`src/rtl/sched_pkg.sv`:
```
package sched_pkg;

   typedef enum logic [3:0] {
      OP_ALU    = 4'd0,
      OP_ALU_HI = 4'd1,
      OP_SEQ2   = 4'd2,
      OP_SEQ3   = 4'd3,
      OP_CTRL   = 4'd4,
      OP_MUL    = 4'd5,
      OP_DIV    = 4'd6,
      OP_FDIV   = 4'd7,
      OP_MEM    = 4'd8
   } op_class_e;

   typedef enum logic [2:0] {
      UNIT_NONE = 3'd0,
      UNIT_SU_A = 3'd1,
      UNIT_SU_B = 3'd2,
      UNIT_BR   = 3'd3,
      UNIT_LSU  = 3'd4,
      UNIT_MU   = 3'd5
   } unit_e;

   function automatic logic is_seq(op_class_e c);
      return (c == OP_SEQ2) || (c == OP_SEQ3);
   endfunction

   function automatic logic is_divide(op_class_e c);
      return (c == OP_DIV) || (c == OP_FDIV);
   endfunction

   // classes that may sit on either simple unit (take unit A first)
   function automatic logic flex_simple(op_class_e c);
      return (c == OP_ALU) || is_seq(c);
   endfunction

endpackage

```
`src/rtl/sched_scoreboard.sv`:
```
module sched_scoreboard
   import sched_pkg::*;
#(
   parameter int NUM_REGS = 32,
   parameter int CNT_W    = 5,
   localparam int IDX_W   = $clog2(NUM_REGS)
) (
   input  logic             clk,
   input  logic             rst,
   input  logic             wr0_en,
   input  logic [IDX_W-1:0] wr0_idx,
   input  logic [CNT_W-1:0] wr0_cnt,
   input  logic             wr1_en,
   input  logic [IDX_W-1:0] wr1_idx,
   input  logic [CNT_W-1:0] wr1_cnt,
   input  logic [IDX_W-1:0] q0_a,
   input  logic [IDX_W-1:0] q0_b,
   input  logic [IDX_W-1:0] q0_d,
   input  logic             q0_d_en,
   input  logic [IDX_W-1:0] q1_a,
   input  logic [IDX_W-1:0] q1_b,
   input  logic [IDX_W-1:0] q1_d,
   input  logic             q1_d_en,
   output logic             busy0,
   output logic             busy1
);

   logic [NUM_REGS-1:0] pend;

   for (genvar g = 0; g < NUM_REGS; g++) begin : g_reg
      logic [CNT_W-1:0] cnt_q;
      always_ff @(posedge clk) begin
         if (rst)
            cnt_q <= '0;
         else if (wr0_en && wr0_idx == IDX_W'(g))
            cnt_q <= wr0_cnt;
         else if (wr1_en && wr1_idx == IDX_W'(g))
            cnt_q <= wr1_cnt;
         else if (cnt_q != '0)
            cnt_q <= cnt_q - 1'b1;
      end
      assign pend[g] = (cnt_q != '0);
   end

   assign busy0 = pend[q0_a] | pend[q0_b] | (q0_d_en & pend[q0_d]);
   assign busy1 = pend[q1_a] | pend[q1_b] | (q1_d_en & pend[q1_d]);


   no_dual_write_chk: assert property (@(posedge clk) disable iff (rst)
      !(wr0_en && wr1_en && wr0_idx == wr1_idx));

endmodule

```
`src/rtl/sched_unit_tracker.sv`:
```
module sched_unit_tracker
   import sched_pkg::*;
#(
   parameter int CNT_W = 5
) (
   input  logic             clk,
   input  logic             rst,
   input  logic             div_start,
   input  logic [CNT_W-1:0] div_len,
   input  logic             seq_start,
   input  logic [1:0]       seq_len,
   input  logic             seq_on_b,
   output logic             div_busy,
   output logic             hold_active,
   output logic             hold_on_b
);

   logic [CNT_W-1:0] div_cnt_q;
   logic [1:0]       hold_cnt_q;
   logic             hold_b_q;

   always_ff @(posedge clk) begin
      if (rst)
         div_cnt_q <= '0;
      else if (div_start)
         div_cnt_q <= div_len;
      else if (div_cnt_q != '0)
         div_cnt_q <= div_cnt_q - 1'b1;
   end

   always_ff @(posedge clk) begin
      if (rst) begin
         hold_cnt_q <= '0;
         hold_b_q   <= 1'b0;
      end else if (seq_start) begin
         hold_cnt_q <= seq_len;
         hold_b_q   <= seq_on_b;
      end else if (hold_cnt_q != '0) begin
         hold_cnt_q <= hold_cnt_q - 1'b1;
      end
   end

   assign div_busy    = (div_cnt_q != '0);
   assign hold_active = (hold_cnt_q != '0);
   assign hold_on_b   = hold_b_q;


   div_idle_start_chk: assert property (@(posedge clk) disable iff (rst)
      div_start |-> (div_cnt_q == '0));


   hold_drain_chk: assert property (@(posedge clk) disable iff (rst)
      (hold_cnt_q != '0) |=> (hold_cnt_q == $past(hold_cnt_q) - 2'd1));

endmodule

```
`src/rtl/sched_slot_arbiter.sv`:
```
module sched_slot_arbiter
   import sched_pkg::*;
(
   input  logic      vld0,
   input  logic      vld1,
   input  op_class_e cls0,
   input  op_class_e cls1,
   input  logic      haz0,
   input  logic      haz1,
   input  logic      dep01,
   input  logic      div_busy,
   input  logic      hold_active,
   input  logic      hold_on_b,
   output logic      go0,
   output logic      go1,
   output unit_e     unit0,
   output unit_e     unit1
);

   logic  su_a_free, su_b_free, su_a_left, su_b_left, slot_ok1;
   unit_e cand0, cand1;

   assign su_a_free = !(hold_active && !hold_on_b);
   assign su_b_free = !(hold_active &&  hold_on_b);

   always_comb begin
      cand0 = UNIT_NONE;
      unique case (cls0)
         OP_ALU:    cand0 = su_a_free ? UNIT_SU_A : (su_b_free ? UNIT_SU_B : UNIT_NONE);
         OP_ALU_HI: cand0 = su_b_free ? UNIT_SU_B : UNIT_NONE;
         OP_SEQ2,
         OP_SEQ3:   cand0 = hold_active ? UNIT_NONE : UNIT_SU_A;
         OP_CTRL:   cand0 = UNIT_BR;
         OP_MUL:    cand0 = UNIT_MU;
         OP_DIV,
         OP_FDIV:   cand0 = div_busy ? UNIT_NONE : UNIT_MU;
         OP_MEM:    cand0 = UNIT_LSU;
         default:   cand0 = UNIT_NONE;
      endcase
   end

   assign go0       = vld0 && !haz0 && (cand0 != UNIT_NONE);
   assign su_a_left = su_a_free && !(go0 && cand0 == UNIT_SU_A);
   assign su_b_left = su_b_free && !(go0 && cand0 == UNIT_SU_B);
   // one issue slot is spent by a held multi-cycle op; control flow uses none
   assign slot_ok1  = (cls1 == OP_CTRL) || !(hold_active && cand0 != UNIT_BR);

   always_comb begin
      cand1 = UNIT_NONE;
      unique case (cls1)
         OP_ALU:    cand1 = su_a_left ? UNIT_SU_A : (su_b_left ? UNIT_SU_B : UNIT_NONE);
         OP_ALU_HI: cand1 = (su_b_left && !flex_simple(cls0)) ? UNIT_SU_B : UNIT_NONE;
         OP_SEQ2,
         OP_SEQ3:   cand1 = (hold_active || is_seq(cls0)) ? UNIT_NONE :
                            (su_a_left ? UNIT_SU_A : (su_b_left ? UNIT_SU_B : UNIT_NONE));
         OP_CTRL:   cand1 = (cand0 == UNIT_BR) ? UNIT_NONE : UNIT_BR;
         OP_MUL:    cand1 = (cand0 == UNIT_MU) ? UNIT_NONE : UNIT_MU;
         OP_DIV,
         OP_FDIV:   cand1 = (cand0 == UNIT_MU || div_busy) ? UNIT_NONE : UNIT_MU;
         OP_MEM:    cand1 = (cand0 == UNIT_LSU) ? UNIT_NONE : UNIT_LSU;
         default:   cand1 = UNIT_NONE;
      endcase
   end

   assign go1   = go0 && vld1 && !haz1 && !dep01 && slot_ok1 && (cand1 != UNIT_NONE);
   assign unit0 = go0 ? cand0 : UNIT_NONE;
   assign unit1 = go1 ? cand1 : UNIT_NONE;

endmodule

```
`src/rtl/dual_issue_sched.sv`:
```
module dual_issue_sched
   import sched_pkg::*;
#(
   parameter int  NUM_REGS  = 32,
   parameter int  MUL_LAT   = 4,
   parameter int  MEM_LAT   = 3,
   parameter int  DIV_OCC   = 14,
   parameter int  FDIV_OCC  = 29,
   localparam int IDX_W     = $clog2(NUM_REGS),
   localparam int MAX_OCC   = (FDIV_OCC > DIV_OCC) ? FDIV_OCC : DIV_OCC,
   localparam int CNT_W     = $clog2(MAX_OCC)
) (
   input  logic             clk,
   input  logic             rst,
   input  logic             s0_valid,
   input  logic [3:0]       s0_class,
   input  logic [IDX_W-1:0] s0_dst,
   input  logic             s0_dst_we,
   input  logic [IDX_W-1:0] s0_src_a,
   input  logic [IDX_W-1:0] s0_src_b,
   input  logic             s1_valid,
   input  logic [3:0]       s1_class,
   input  logic [IDX_W-1:0] s1_dst,
   input  logic             s1_dst_we,
   input  logic [IDX_W-1:0] s1_src_a,
   input  logic [IDX_W-1:0] s1_src_b,
   output logic             s0_issue,
   output logic             s1_issue,
   output logic [2:0]       s0_unit,
   output logic [2:0]       s1_unit,
   output logic             s0_stall,
   output logic             s1_stall
);

   if (NUM_REGS < 2 || (1 << IDX_W) != NUM_REGS) begin : g_bad_regs
      $error("NUM_REGS must be a power of two of at least 2");
   end
   if (MAX_OCC < 4 || MUL_LAT > MAX_OCC || MEM_LAT > MAX_OCC ||
       MUL_LAT < 1 || MEM_LAT < 1 || DIV_OCC < 2 || FDIV_OCC < 2) begin : g_bad_lat
      $error("latencies must be at least 1 and divider occupancies bound all latencies");
   end

   op_class_e cls0, cls1;
   logic      haz0, haz1, dep01, div_busy, hold_active, hold_on_b;
   logic      arb_go0, arb_go1, div_start, seq_start, seq_on_b;
   logic [CNT_W-1:0] div_len;
   logic [1:0]       seq_len;
   unit_e     arb_u0, arb_u1;

   assign cls0 = op_class_e'(s0_class);
   assign cls1 = op_class_e'(s1_class);

   // countdown loaded on issue: latency minus one, so a consumer leaves L cycles later
   function automatic logic [CNT_W-1:0] wait_of(op_class_e c);
      case (c)
         OP_SEQ2: return CNT_W'(1);
         OP_SEQ3: return CNT_W'(2);
         OP_MUL:  return CNT_W'(MUL_LAT - 1);
         OP_DIV:  return CNT_W'(DIV_OCC - 1);
         OP_FDIV: return CNT_W'(FDIV_OCC - 1);
         OP_MEM:  return CNT_W'(MEM_LAT - 1);
         default: return '0;
      endcase
   endfunction

   assign dep01 = s0_dst_we && (s1_src_a == s0_dst || s1_src_b == s0_dst ||
                                (s1_dst_we && s1_dst == s0_dst));

   sched_scoreboard #(.NUM_REGS(NUM_REGS), .CNT_W(CNT_W)) u_sb (
      .clk(clk), .rst(rst),
      .wr0_en(s0_issue && s0_dst_we), .wr0_idx(s0_dst), .wr0_cnt(wait_of(cls0)),
      .wr1_en(s1_issue && s1_dst_we), .wr1_idx(s1_dst), .wr1_cnt(wait_of(cls1)),
      .q0_a(s0_src_a), .q0_b(s0_src_b), .q0_d(s0_dst), .q0_d_en(s0_dst_we),
      .q1_a(s1_src_a), .q1_b(s1_src_b), .q1_d(s1_dst), .q1_d_en(s1_dst_we),
      .busy0(haz0), .busy1(haz1));

   sched_slot_arbiter u_arb (
      .vld0(s0_valid), .vld1(s1_valid), .cls0(cls0), .cls1(cls1),
      .haz0(haz0), .haz1(haz1), .dep01(dep01), .div_busy(div_busy),
      .hold_active(hold_active), .hold_on_b(hold_on_b),
      .go0(arb_go0), .go1(arb_go1), .unit0(arb_u0), .unit1(arb_u1));

   assign s0_issue = arb_go0 && !rst;
   assign s1_issue = arb_go1 && !rst;
   assign s0_unit  = s0_issue ? arb_u0 : UNIT_NONE;
   assign s1_unit  = s1_issue ? arb_u1 : UNIT_NONE;
   assign s0_stall = s0_valid && !s0_issue;
   assign s1_stall = s1_valid && !s1_issue;

   always_comb begin
      div_start = 1'b0;
      div_len   = '0;
      seq_start = 1'b0;
      seq_len   = 2'd0;
      seq_on_b  = 1'b0;
      if (s0_issue && is_divide(cls0)) begin
         div_start = 1'b1;
         div_len   = wait_of(cls0);
      end else if (s1_issue && is_divide(cls1)) begin
         div_start = 1'b1;
         div_len   = wait_of(cls1);
      end
      if (s0_issue && is_seq(cls0)) begin
         seq_start = 1'b1;
         seq_len   = (cls0 == OP_SEQ3) ? 2'd2 : 2'd1;
         seq_on_b  = (arb_u0 == UNIT_SU_B);
      end else if (s1_issue && is_seq(cls1)) begin
         seq_start = 1'b1;
         seq_len   = (cls1 == OP_SEQ3) ? 2'd2 : 2'd1;
         seq_on_b  = (arb_u1 == UNIT_SU_B);
      end
   end

   sched_unit_tracker #(.CNT_W(CNT_W)) u_trk (
      .clk(clk), .rst(rst),
      .div_start(div_start), .div_len(div_len),
      .seq_start(seq_start), .seq_len(seq_len), .seq_on_b(seq_on_b),
      .div_busy(div_busy), .hold_active(hold_active), .hold_on_b(hold_on_b));


   reset_quiet_chk: assert property (@(posedge clk)
      rst |-> (!s0_issue && !s1_issue));


   in_order_chk: assert property (@(posedge clk) disable iff (rst)
      s1_issue |-> s0_issue);


   unit_distinct_chk: assert property (@(posedge clk) disable iff (rst)
      (s0_issue && s1_issue) |-> (s0_unit != s1_unit));


   su_b_pair_chk: assert property (@(posedge clk) disable iff (rst)
      (s1_issue && cls1 == OP_ALU_HI) |-> !flex_simple(cls0));


   div_gap_chk: assert property (@(posedge clk) disable iff (rst)
      div_start |=> !div_start);

endmodule

```
`config.mk`:
```
export PLATFORM = sky130hd
export DESIGN_NAME = dual_issue_sched
export DESIGN_NICKNAME = d
export VERILOG_FILES = /design/src/rtl/sched_pkg.sv /design/src/rtl/sched_scoreboard.sv /design/src/rtl/sched_unit_tracker.sv /design/src/rtl/sched_slot_arbiter.sv /design/src/rtl/dual_issue_sched.sv
export SDC_FILE = /design/constraint.sdc
export NUM_CORES = 1
export LEC_CHECK = 0
export ABC_CLOCK_PERIOD_IN_PS = 4230
export BUFFER_PORTS_ARGS = -buffer_cell sky130_fd_sc_hd__buf_2
export CAP_MARGIN = 20
export CORE_ASPECT_RATIO = 0.75
export CORE_UTILIZATION = 35
export DETAILED_ROUTE_END_ITERATION = 16
export PLACE_DENSITY = 0.63
export SETUP_SLACK_MARGIN = 0.2
export SYNTH_ARGS = -nofsm -noshare
export SYNTH_HDL_FRONTEND = slang
export SYNTH_HIERARCHICAL = 1
export SYNTH_SLANG_ARGS = --single-unit
```
`constraint.sdc`:
```
create_clock -name clk -period 4.23 [get_ports clk]
set_clock_uncertainty 0.05 [all_clocks]
set_input_delay 0.423 -clock clk [delete_from_list [all_inputs] [get_ports clk]]
set_output_delay 0.423 -clock clk [all_outputs]
set_load 0.05 [all_outputs]
```
# Yosys cells after proc, flatten, opt, wreduce, memory -nomap -nowiden
# Cells that the tools add are included.
# totals
output_inout_bits	10
reg_bits	168
word_cells	508
input_bits	44
# classes
muxes	144
eq_ne	89
bitwise	6
n_reduce_logical	194
add_sub_neg	34
order_cmp	6
# op_table
operator	n
5-bit 2-to-1 mux	100
5-bit nonzero test	33
5-bit by 1-bit subtractor with 5-bit output (second input constant)	33
5-bit == test (second input constant)	32
3-bit nonzero test	34
1-bit logical AND	91
5-bit by 4-bit == test with 1-bit output (second input constant)	16
5-bit one-hot mux with 5 select lines	2
3-bit one-hot mux with 7 select lines	2
5-bit by 3-bit == test with 1-bit output (second input constant)	8
5-bit by 6-bit less-than comparator with 1-bit output (second input constant)	6
4-bit by 3-bit == test with 1-bit output (second input constant)	8
1-bit binary-select mux with 5-bit select	6
3-bit 2-to-1 mux	10
2-bit 2-to-1 mux	11
5-bit by 2-bit == test with 1-bit output (second input constant)	4
4-bit by 2-bit == test with 1-bit output (second input constant)	4
5-bit == test	3
1-bit logical NOT	13
1-bit 2-to-1 mux	13
3-bit by 2-bit == test with 1-bit output (second input constant)	4
2-bit OR reduction	6
5-bit by 1-bit == test with 1-bit output (second input constant)	2
5-bit logical NOT	2
other kinds (11)	30

# Logic depth before layout (Yosys ltp)
# Gate-level depths: netlist of run 1.
# depth
depth_word	22
mapped_depth	24
depth_no_buf	22

# Modules after synthesis
# The synthesis of run 1 kept the hierarchy.
# by_module_without_submodules
module	cells_each	seq_area_each_um2	n_inst	area_each_um2
sched_scoreboard	1633	3203.1	1	12011.5
dual_issue_sched	81	0.0	1	533.0
sched_unit_tracker	50	160.2	1	435.4
sched_slot_arbiter	56	0.0	1	366.6

# Worst setup path before layout of run 1
# OpenSTA, ideal clock, no wires.
# synth_timing
kind	register -> register
start	reg u_sb.g_reg[0].cnt_q[0]
end	reg u_sb.g_reg[11].cnt_q[0]
setup_slack_ns	-0.812
stages_incl_launch_ff	23
t_required_ns	4.046
setup_time_ns	0.134
period_less_slack_ns	5.042
path_buffers	1
arrival_ns	4.858
cell_sequence	dfxtp_1 inv_1 ha_1 nor4b_1 mux4_2 mux2i_1 a2bb2oi_1 nor4_2 nand4_1 nand2b_1 nor4b_1 o211ai_2 a31oi_1 nand2b_1 inv_1 and2_1 nor2b_1 clkbuf_1 nand3_1 nor2_1 nor3_1 a21oi_1 a211oi_1
# synth_via
elab_chain_cells	22
word_cells_on_any_way	50
cone_classes	mux (19); bitwise (6); reduce/logical (25)
# synth_rtl
item	line_no	source
start: declaration	sched_scoreboard.sv:31	logic [CNT_W-1:0] cnt_q;
start signal: assignment	sched_scoreboard.sv:36	cnt_q <= wr0_cnt;
start signal: assignment	sched_scoreboard.sv:38	cnt_q <= wr1_cnt;
start signal: assignment	sched_scoreboard.sv:40	cnt_q <= cnt_q - 1'b1;
5-bit nonzero test (*)	sched_scoreboard.sv:42	assign pend[g] = (cnt_q != '0);
1-bit binary-select mux with 5-bit select	sched_scoreboard.sv:45	assign busy0 = pend[q0_a] | pend[q0_b] | (q0_d_en & pend[q0_d]);
1-bit 2-to-1 mux (implied by the code)	sched_scoreboard.sv:45	
1-bit bitwise OR / 1-bit AND (equally long branches)	sched_scoreboard.sv:45	
1-bit bitwise OR (*)	sched_scoreboard.sv:45	
net haz0	dual_issue_sched.sv:44	logic haz0, haz1, dep01, div_busy, hold_active, hold_on_b;
1-bit logical NOT (*)	sched_slot_arbiter.sv:42	assign go0 = vld0 && !haz0 && (cand0 != UNIT_NONE);
1-bit logical AND (*) (2 in a row)	sched_slot_arbiter.sv:42	
[... 8 more ...]	-	
1-bit logical AND (*)	sched_slot_arbiter.sv:65	assign go1 = go0 && vld1 && !haz1 && !dep01 && slot_ok1 && (cand1 != UNIT_NONE);
net arb_go1	dual_issue_sched.sv:45	logic arb_go0, arb_go1, div_start, seq_start, seq_on_b;
1-bit logical AND (*)	dual_issue_sched.sv:84	assign s1_issue = arb_go1 && !rst;
net s1_issue	dual_issue_sched.sv:28	output logic s1_issue,
1-bit logical AND (*)	dual_issue_sched.sv:72	.wr1_en(s1_issue && s1_dst_we), .wr1_idx(s1_dst), .wr1_cnt(wait_of(cls1)),
1-bit logical AND (*)	sched_scoreboard.sv:37	else if (wr1_en && wr1_idx == IDX_W'(g))
5-bit 2-to-1 mux	sched_scoreboard.sv:37	
5-bit 2-to-1 mux	sched_scoreboard.sv:35	else if (wr0_en && wr0_idx == IDX_W'(g))
end signal: assignment	sched_scoreboard.sv:36	
end signal: assignment	sched_scoreboard.sv:38	
end signal: assignment	sched_scoreboard.sv:40	
end: declaration	sched_scoreboard.sv:31	
# The timed path passes the listed nets; every way through them passes the cells marked *. The select of a mux whose other input is x is not followed.
# A chain may end at the register's enable or synchronous reset.

# Worst setup path after layout of run 1
# layout_timing
start	reg u_sb.g_reg[25].cnt_q[1]
end	reg u_sb.g_reg[10].cnt_q[2]
# layout_via
elab_chain_cells	22
word_cells_on_any_way	50
cone_classes	mux (19); bitwise (6); reduce/logical (25)
# layout_rtl
item	line_no
start: declaration	sched_scoreboard.sv:31
start signal: assignment	sched_scoreboard.sv:36
start signal: assignment	sched_scoreboard.sv:38
start signal: assignment	sched_scoreboard.sv:40
5-bit nonzero test (*)	sched_scoreboard.sv:42
1-bit binary-select mux with 5-bit select	sched_scoreboard.sv:45
1-bit 2-to-1 mux (implied by the code)	sched_scoreboard.sv:45
1-bit bitwise OR / 1-bit AND (equally long branches)	sched_scoreboard.sv:45
1-bit bitwise OR (*)	sched_scoreboard.sv:45
net haz0	dual_issue_sched.sv:44
1-bit logical NOT (*)	sched_slot_arbiter.sv:42
1-bit logical AND (*) (2 in a row)	sched_slot_arbiter.sv:42
[... 7 more ...]	-
3-bit nonzero test	sched_slot_arbiter.sv:65
1-bit logical AND (*)	sched_slot_arbiter.sv:65
net arb_go1	dual_issue_sched.sv:45
1-bit logical AND (*)	dual_issue_sched.sv:84
1-bit logical AND (*)	dual_issue_sched.sv:72
1-bit logical AND (*)	sched_scoreboard.sv:37
5-bit 2-to-1 mux	sched_scoreboard.sv:37
5-bit 2-to-1 mux	sched_scoreboard.sv:35
end signal: assignment	sched_scoreboard.sv:36
end signal: assignment	sched_scoreboard.sv:38
end signal: assignment	sched_scoreboard.sv:40
end: declaration	sched_scoreboard.sv:31
# Marked as above.

==> results.cfg, run 1 <==
[run_status]
outcome = complete, but fails checks
failed_checks = setup timing

[sta]
post-route-period-util = 1.14
slew_violations = 0
relSlewSlack = 0.229
rsz0062_at_grt = true
finalSetupViolCount = 171
whs_ns = 0.394
hold_viol = 0
min_period_ns = 4.81
max_freq_mhz = 208
tns_ns = -66.49
worst_pin_slew_ns = 1.15
layout_setup_ws_ns = -0.581

[logic_synthesis]
ys_types = 85
synth.area.top_cells = dfxtp_1, nor2_1, a211oi_1
ys_seq_elements = 168
yosys.area.top_type = dfxtp_1
synth_edf_count = 0
syn_area_um2 = 13300
synth_ff_type = dfxtp_1
yosysWarnings = 6
synthesis.nets = 1898
syn_area_per_cell_um2 = 7.33
postSynthCellCount = 1820
ys_seq_area_frac = 0.252
async_reset_ff_frac = 0
yosysTopAreaCellShare = 0.252

[power]
power.total_mw = 13.9
power.density_nw_per_um2 = 711
leakage_nw = 8.06
vdd_drop_max_mv = 0.300

[clocking]
worst_skew_pair.late_latency_ns = 0.46
path_clk_slew_ns = 0.07
cts_max_level = 4
cts_hold_buffers = 0
cts_root_buffer = clkbuf_16
cts_tree = built
clock_sinks = 168
clk_path_buf_depth = 2
cts_made_buffers = 17

[floorplan]
die_area_um2 = 38900
core_area_um2 = 37300
die_y_um = 171
die_x_um = 227
ios = 54
rows = 61
initial_core_util = 0.358

[route]
drc_errors = 0
vias_per_cell = 5.82
ant_nets = 0
routed_wl_um = 54900
wl_per_cell_um = 20.0
vias = 16000
drt-initial-drc-count = 1677
firstDrtPassIters = 6

[placed_design]
port_buffers = 53
dp_hpwl_um = 37600
dp_slack_ns = -0.525
place_congestion = 1.03
placed_area_um2 = 17300

[finish]
fin_area_um2 = 19600
nFillCells = 3399
final_common_cell = buf_4
nNetsFinal = 2306
layout-drive-gt1-share = 0.377
area_growth_pct = 46.9
final_cell_mix = buf_4, nor2_1, nand2_1, dfxtp_1

[grt]
grt_pass1_vias = 14600
grt_max_degree = 79
overflow = 0
grt_usage = 0.275
grt_pass1_wl_um = 82800
antenna_found_initial = 1

[worst_setup_path]
required_ns = 4.48
start_kind = flip-flop
arrival_ns = 5.06
worst-path-max-fanout = 6
crit_type = reg -> reg
worst_setup_path_end_kind = flip-flop

[min_path]
hp-class = in -> reg

[job]
drv_cap = 0
-- layout make-up --
| class | instances | area (um^2) | share of cell area |
|---|---|---|---|
| repair buffers | 480 | 3780 | 0.193 |
| clock inverters | 11 | 198 | 0.0101 |
| inverters | 87 | 330 | 0.0168 |
| multi-input cells | 1474 | 10800 | 0.553 |
| well taps | 504 | 631 | 0.0322 |
| flip-flops and latches | 168 | 3380 | 0.172 |
| diodes | 3 | 7.51 | 0.000383 |
| clock buffers | 20 | 437 | 0.0223 |
-- where the power goes --
| part | leakage [nW] | internal, mW | switching, mW |
|---|---|---|---|
| combinational | 6.37 | 5.00 | 4.61 |
| sequential | 1.39 | 2.17 | 0.412 |
| clock | 0.305 | 1.05 | 0.712 |
| total | 8.06 | 8.22 | 5.73 |
-- registers in the layout, summed over array words and instances (netlist names) --
| name | cells |
|---|---|
| u_trk/div_cnt_q | 5 |
| u_trk/hold_on_b | 1 |
| u_trk/hold_cnt_q | 2 |
| u_sb/g.cnt_q | 160 |
-- timing repair --
| action | CTS | global route |
|---|---|---|
| gates resized for setup | 148 | 164 |
| setup buffers | 18 | 21 |
| cloned | 7 | 5 |
| pin swaps | 85 | 101 |
| endpoints found under the setup margin | 178 | 178 |
-- logic make-up (layout without fill, tap and decap cells) --
group,after synthesis,count (layout),synth area share
xor gates and xnor gates,91,91,0.0597
DFF,168,168,0.252
and+or+nand+nor,823,830,0.307
AOI/OAI and AO/OA,462,462,0.230
other,1,4,0.000281
buffers and inverters,185,598,0.0535
muxes,56,56,0.0658
adders and majority gates,34,34,0.0319
-- metal layers --
layer / global-route usage / part of all wire
met2: 0.423 / 0.44
met1: 0.381 / 0.44
met5: 0 / 0
met3: 0.0524 / 0.089
met4: 0.0945 / 0.032
-- stage by stage --
| stage | utilization | cells |
|---|---|---|
| 2_1_floorplan | - | 1820 |
| 3_3_place_gp | 0.462 | 2662 |
| 3_5_place_dp | 0.462 | 2662 |
| 4_1_cts | 0.500 | 2718 |
| 5_1_grt | 0.525 | 2745 |
| 6_report | 0.525 | 2747 |
-- worst paths after layout --
check	from	slack [ns]	to	cells after the start
max	u_sb/g_reg[25].cnt_q[1]$_SDFFE_PP0P_	-0.58	u_sb/g_reg[10].cnt_q[2]$_SDFFE_PP0P_	26
min	s0_class[0]	0.39	u_trk/hold_cnt_q[1]$_SDFFE_PP0P_	5
max reg2reg	u_sb/g_reg[25].cnt_q[1]$_SDFFE_PP0P_	-0.58	u_sb/g_reg[10].cnt_q[2]$_SDFFE_PP0P_	26
min reg2reg	u_sb/g_reg[21].cnt_q[4]$_SDFFE_PP0P_	0.47	u_sb/g_reg[21].cnt_q[4]$_SDFFE_PP0P_	2
-- cell usage after synthesis, types with 14 or more instances --
library cell and n:
and2_1 19, xor2_1 25, mux4_2 22, or4b_1 14, inv_1 85, nand2b_1 33, o211ai_1 40, xnor2_1 66
nor2b_1 25, a21oi_1 117, nor3_1 88, a211oi_1 119, o221ai_1 14, nor4b_1 22, mux2i_1 27, nand2_1 209
dfxtp_1 168, ha_1 34, nand3_1 47, o21ai_0 76, a311oi_1 23, nand4_1 18, nor2_1 284, clkbuf_1 84
-- worst max-delay path, stage by stage (launching register included) --
cell and delay [ns]:
dfxtp_1 0.32, inv_2 0.07, ha_2 0.18, nor4b_4 0.27, buf_4 0.21, buf_12 0.12, o22ai_1 0.09, o2111ai_2 0.30
a2bb2oi_2 0.11, nor4_2 0.23, nand4_1 0.25, nand2b_4 0.25, nor4b_4 0.31, o211ai_2 0.15, a31oi_1 0.16, nand2b_1 0.12
clkinvlp_4 0.10, and2_4 0.21, nor2b_4 0.21, buf_12 0.15, buf_8 0.11, nand2_8 0.07, nor2_4 0.20, buf_12 0.15
nor3_4 0.04, a21oi_2 0.14, a211oi_2 0.08
No activity file was read; power rests on OpenSTA's default activity.
==> inputs of run 2 (changes only) <==
BUFFER_PORTS_ARGS = -buffer_cell sky130_fd_sc_hd__buf_4   (was -buffer_cell sky130_fd_sc_hd__buf_2)
CTS_BUF_LIST = sky130_fd_sc_hd__clkbuf_16   (was unset)
SYNTH_HIERARCHICAL = unset   (was 1)
==> run 2 against run 1 <==
The flow now finishes without violations. Non-clock buffer count down 212. Clock-buffer cell count shrank 3. Combinational power is 5.5% lower.
==> results.cfg, run 2 <==
[logic_synthesis]
yosysTopAreaCellShare = 0.229
syn_area_um2 = 14700
synth_top_family_by_area = simple AND/OR/NAND/NOR gates
yosys.area.top_type = dfxtp_1
synthMuxAreaShare = 0.0740
syn_area_per_cell_um2 = 7.73
synth_compound_area_frac = 0.239
ys_seq_elements = 168
ys_seq_area_frac = 0.229
synth_edf_count = 0
yosysWarnings = 0
synth_common_cells = nand2_1, nor2_1, dfxtp_1
ys_types = 86
synth.area.top_cells = dfxtp_1, ha_1, a21oi_1
async_reset_ff_frac = 0
synth_xor_area_frac = 0.0512
synthesis.nets = 2014
synth_fa_ha_area_frac = 0.0570
synth_ff_type = dfxtp_1
yosys.area_share.simple = 0.293
postSynthCellCount = 1903

[floorplan]
initial_core_util = 0.358
rows = 64
die_y_um = 180
die_area_um2 = 42900
die_x_um = 239
ios = 54
core_area_um2 = 41100

[grt]
grt_pass1_vias = 14900
overflow = 0
antenna_found_initial = 1
grt_usage = 0.298
grt_max_degree = 155
grt_pass1_wl_um = 96300

[route]
wl_per_cell_um = 25.1
routed_wl_um = 66200
vias_per_cell = 6.30
firstDrtPassIters = 6
drc_errors = 0
ant_nets = 0
drt-initial-drc-count = 2210
vias = 16600

[sta]
finalSetupViolCount = 0
hold_viol = 0
tns_ns = 0
relSlewSlack = 0.306
max_freq_mhz = 245
rsz0062_at_grt = true
min_period_ns = 4.07
slew_violations = 0
worst_pin_slew_ns = 1.04
post-route-period-util = 0.963

[finish]
final_common_cell = buf_4
final_cell_mix = buf_4, nor2_1, nand2_1, a21oi_1, dfxtp_1
nNetsFinal = 2170
largest_reg_flops = 160
regMostFlops = u_sb.g.cnt_q
stdcell_count = 2633
layout-drive-gt1-share = 0.253
largest_registers = u_sb.g.cnt_q x160, u_trk.div_cnt_q x5, u_trk.hold_cnt_q x2
fin_area_um2 = 18500
area_growth_pct = 25.7
antenna_cells = 0

[clocking]
path_clk_slew_ns = 0.07
worst_skew_pair.late_latency_ns = 0.46
cts_made_buffers = 17
cts_hold_buffers = 0
cts_tree = built
clock_sinks = 168
cts_max_level = 4
clk_path_buf_depth = 2
cts_root_buffer = clkbuf_16

[placed_design]
dp.cells = 2523
placed_area_um2 = 16500
port_buffers = 53
place_congestion = 1.02
dp_hpwl_um = 47900

[worst_setup_path]
arrival_ns = 3.60
crit_slowest_cell = or4_4
path_common_cell = buf_6
r2r_cells = 18
r2r-start = u_sb.g_reg[18].cnt_q[0]$_SDFFE_PP0P_
reg2reg_to = u_sb.g_reg[21].cnt_q[1]$_SDFFE_PP0P_
required_ns = 3.76
cpPeakStageDelay_ns = 0.50
cp_cell_sequence = inv_1, ha_2, nor4b_4, buf_6, mux2i_2, o211ai_1, o2111ai_2, or4_4, nor3_4, nand3_4, a21oi_4, buf_12, nor2b_4, buf_6
worst-path-max-fanout = 7
crit_type = reg -> out
worst_setup_path_end_kind = output port
critPathBufInv = 4
start_kind = flip-flop
cp_top_family = simple AND/OR/NAND/NOR gates
r2r_slack_ns = 0.19

[min_path]
min-delay-start = s0_class[3]
hold_depth = 4
hold_end = u_trk.div_cnt_q[0]$_SDFFE_PP0P_
hp-class = in -> reg

[power]
leakage_nw = 7.06
vdd_drop_max_mv = 0.386
power.density_nw_per_um2 = 744

[run_status]
outcome = completed

[job]
drv_cap = 0
[run 2: cell count changes after synthesis, sizes merged, moves of 39 or more]
cell / previous run / this run
a21oi: 117 / 166
a31oi: 13 / 55
or3: 2 / 41
a211oi: 119 / 37
o21ai: 82 / 19
nor2: 285 / 201
[run 2: how the worst max path moves through the flow]
stage	start	cells after the start	to	slack (ns)
3_5_place_dp	u_sb.g_reg[10].cnt_q[0]$_SDFFE_PP0P_	14	u_sb.g_reg[21].cnt_q[1]$_SDFFE_PP0P_	-0.11
3_3_place_gp	u_sb.g_reg[10].cnt_q[0]$_SDFFE_PP0P_	14	u_sb.g_reg[21].cnt_q[1]$_SDFFE_PP0P_	-0.02
4_1_cts	u_sb.g_reg[17].cnt_q[0]$_SDFFE_PP0P_	13	s1_unit[0]	0.20
6_report	u_sb.g_reg[19].cnt_q[0]$_SDFFE_PP0P_	14	s1_stall	0.16
2_1_floorplan	u_sb.g_reg[14].cnt_q[0]$_SDFFE_PP0P_	10	s1_unit[0]	0.11
5_1_grt	u_sb.g_reg[20].cnt_q[0]$_SDFFE_PP0P_	16	s1_stall	0.07
[run 2: logic make-up (layout without fill, tap and decap cells)]
family	count (synthesis)	after routing
simple gates	816	816
compound gates	479	479
buf+inv	209	378
flops	168	168
xor+xnor	86	86
mux	78	78
fa+ha+maj	67	67
[run 2: layer usage]
| metal | GRT usage | share of wire | up-vias |
|---|---|---|---|
| li1 | - | - | 7376 |
| met1 | 0.436 | 0.43 | 7938 |
| met2 | 0.404 | 0.39 | 1114 |
| met3 | 0.0937 | 0.14 | 155 |
| met4 | 0.102 | 0.035 | 0 |
| met5 | 0 | 0 | - |
[run 2: worst reg2reg max path, delay by kind of cell, from the launching register on]
family	cells	cell delay, ns
compound gates	2	0.62
fa+ha+maj	1	0.19
buf+inv	7	1.10
flops	1	0.35
mux	3	0.75
simple gates	5	0.83
[run 2: through the flow]
stage               power (mW)   util  setup WS, ns  hold slack [ns]
CTS                       12.9  0.436         0.203            0.383
detailed placement        10.3  0.403        -0.111            0.483
finish                    13.8  0.450         0.155            0.411
global route              14.5  0.450        0.0711            0.414
global placement          10.2  0.402       -0.0227            0.476
floorplan                 8.01      -         0.114            0.456
[run 2: layout make-up]
class                      count  area (um^2)
timing repair buffer         268         2250
fill                        4040        22600
sequential                   168         3400
tap                          561          702
clock inverter                15          166
inverter                      78          295
clock buffer                  17          425
multi-input combinational   1526        11200
[run 2: what timing repair did]
| item | in CTS | in global routing |
|---|---|---|
| endpoints found under the hold margin | 0 | 0 |
| pin swaps | 20 | 32 |
| resized for setup | 86 | 91 |
| endpoints found under the setup margin | 92 | 109 |
| gates cloned | 0 | 1 |
| setup buffers | 50 | 27 |
[run 2: power breakdown]
part	total, mW	switching [mW]	internal, mW
Sequential	3.02	0.762	2.26
Combinational	9.08	4.73	4.35
Clock	1.66	0.774	0.885
Total	13.8	6.26	7.50
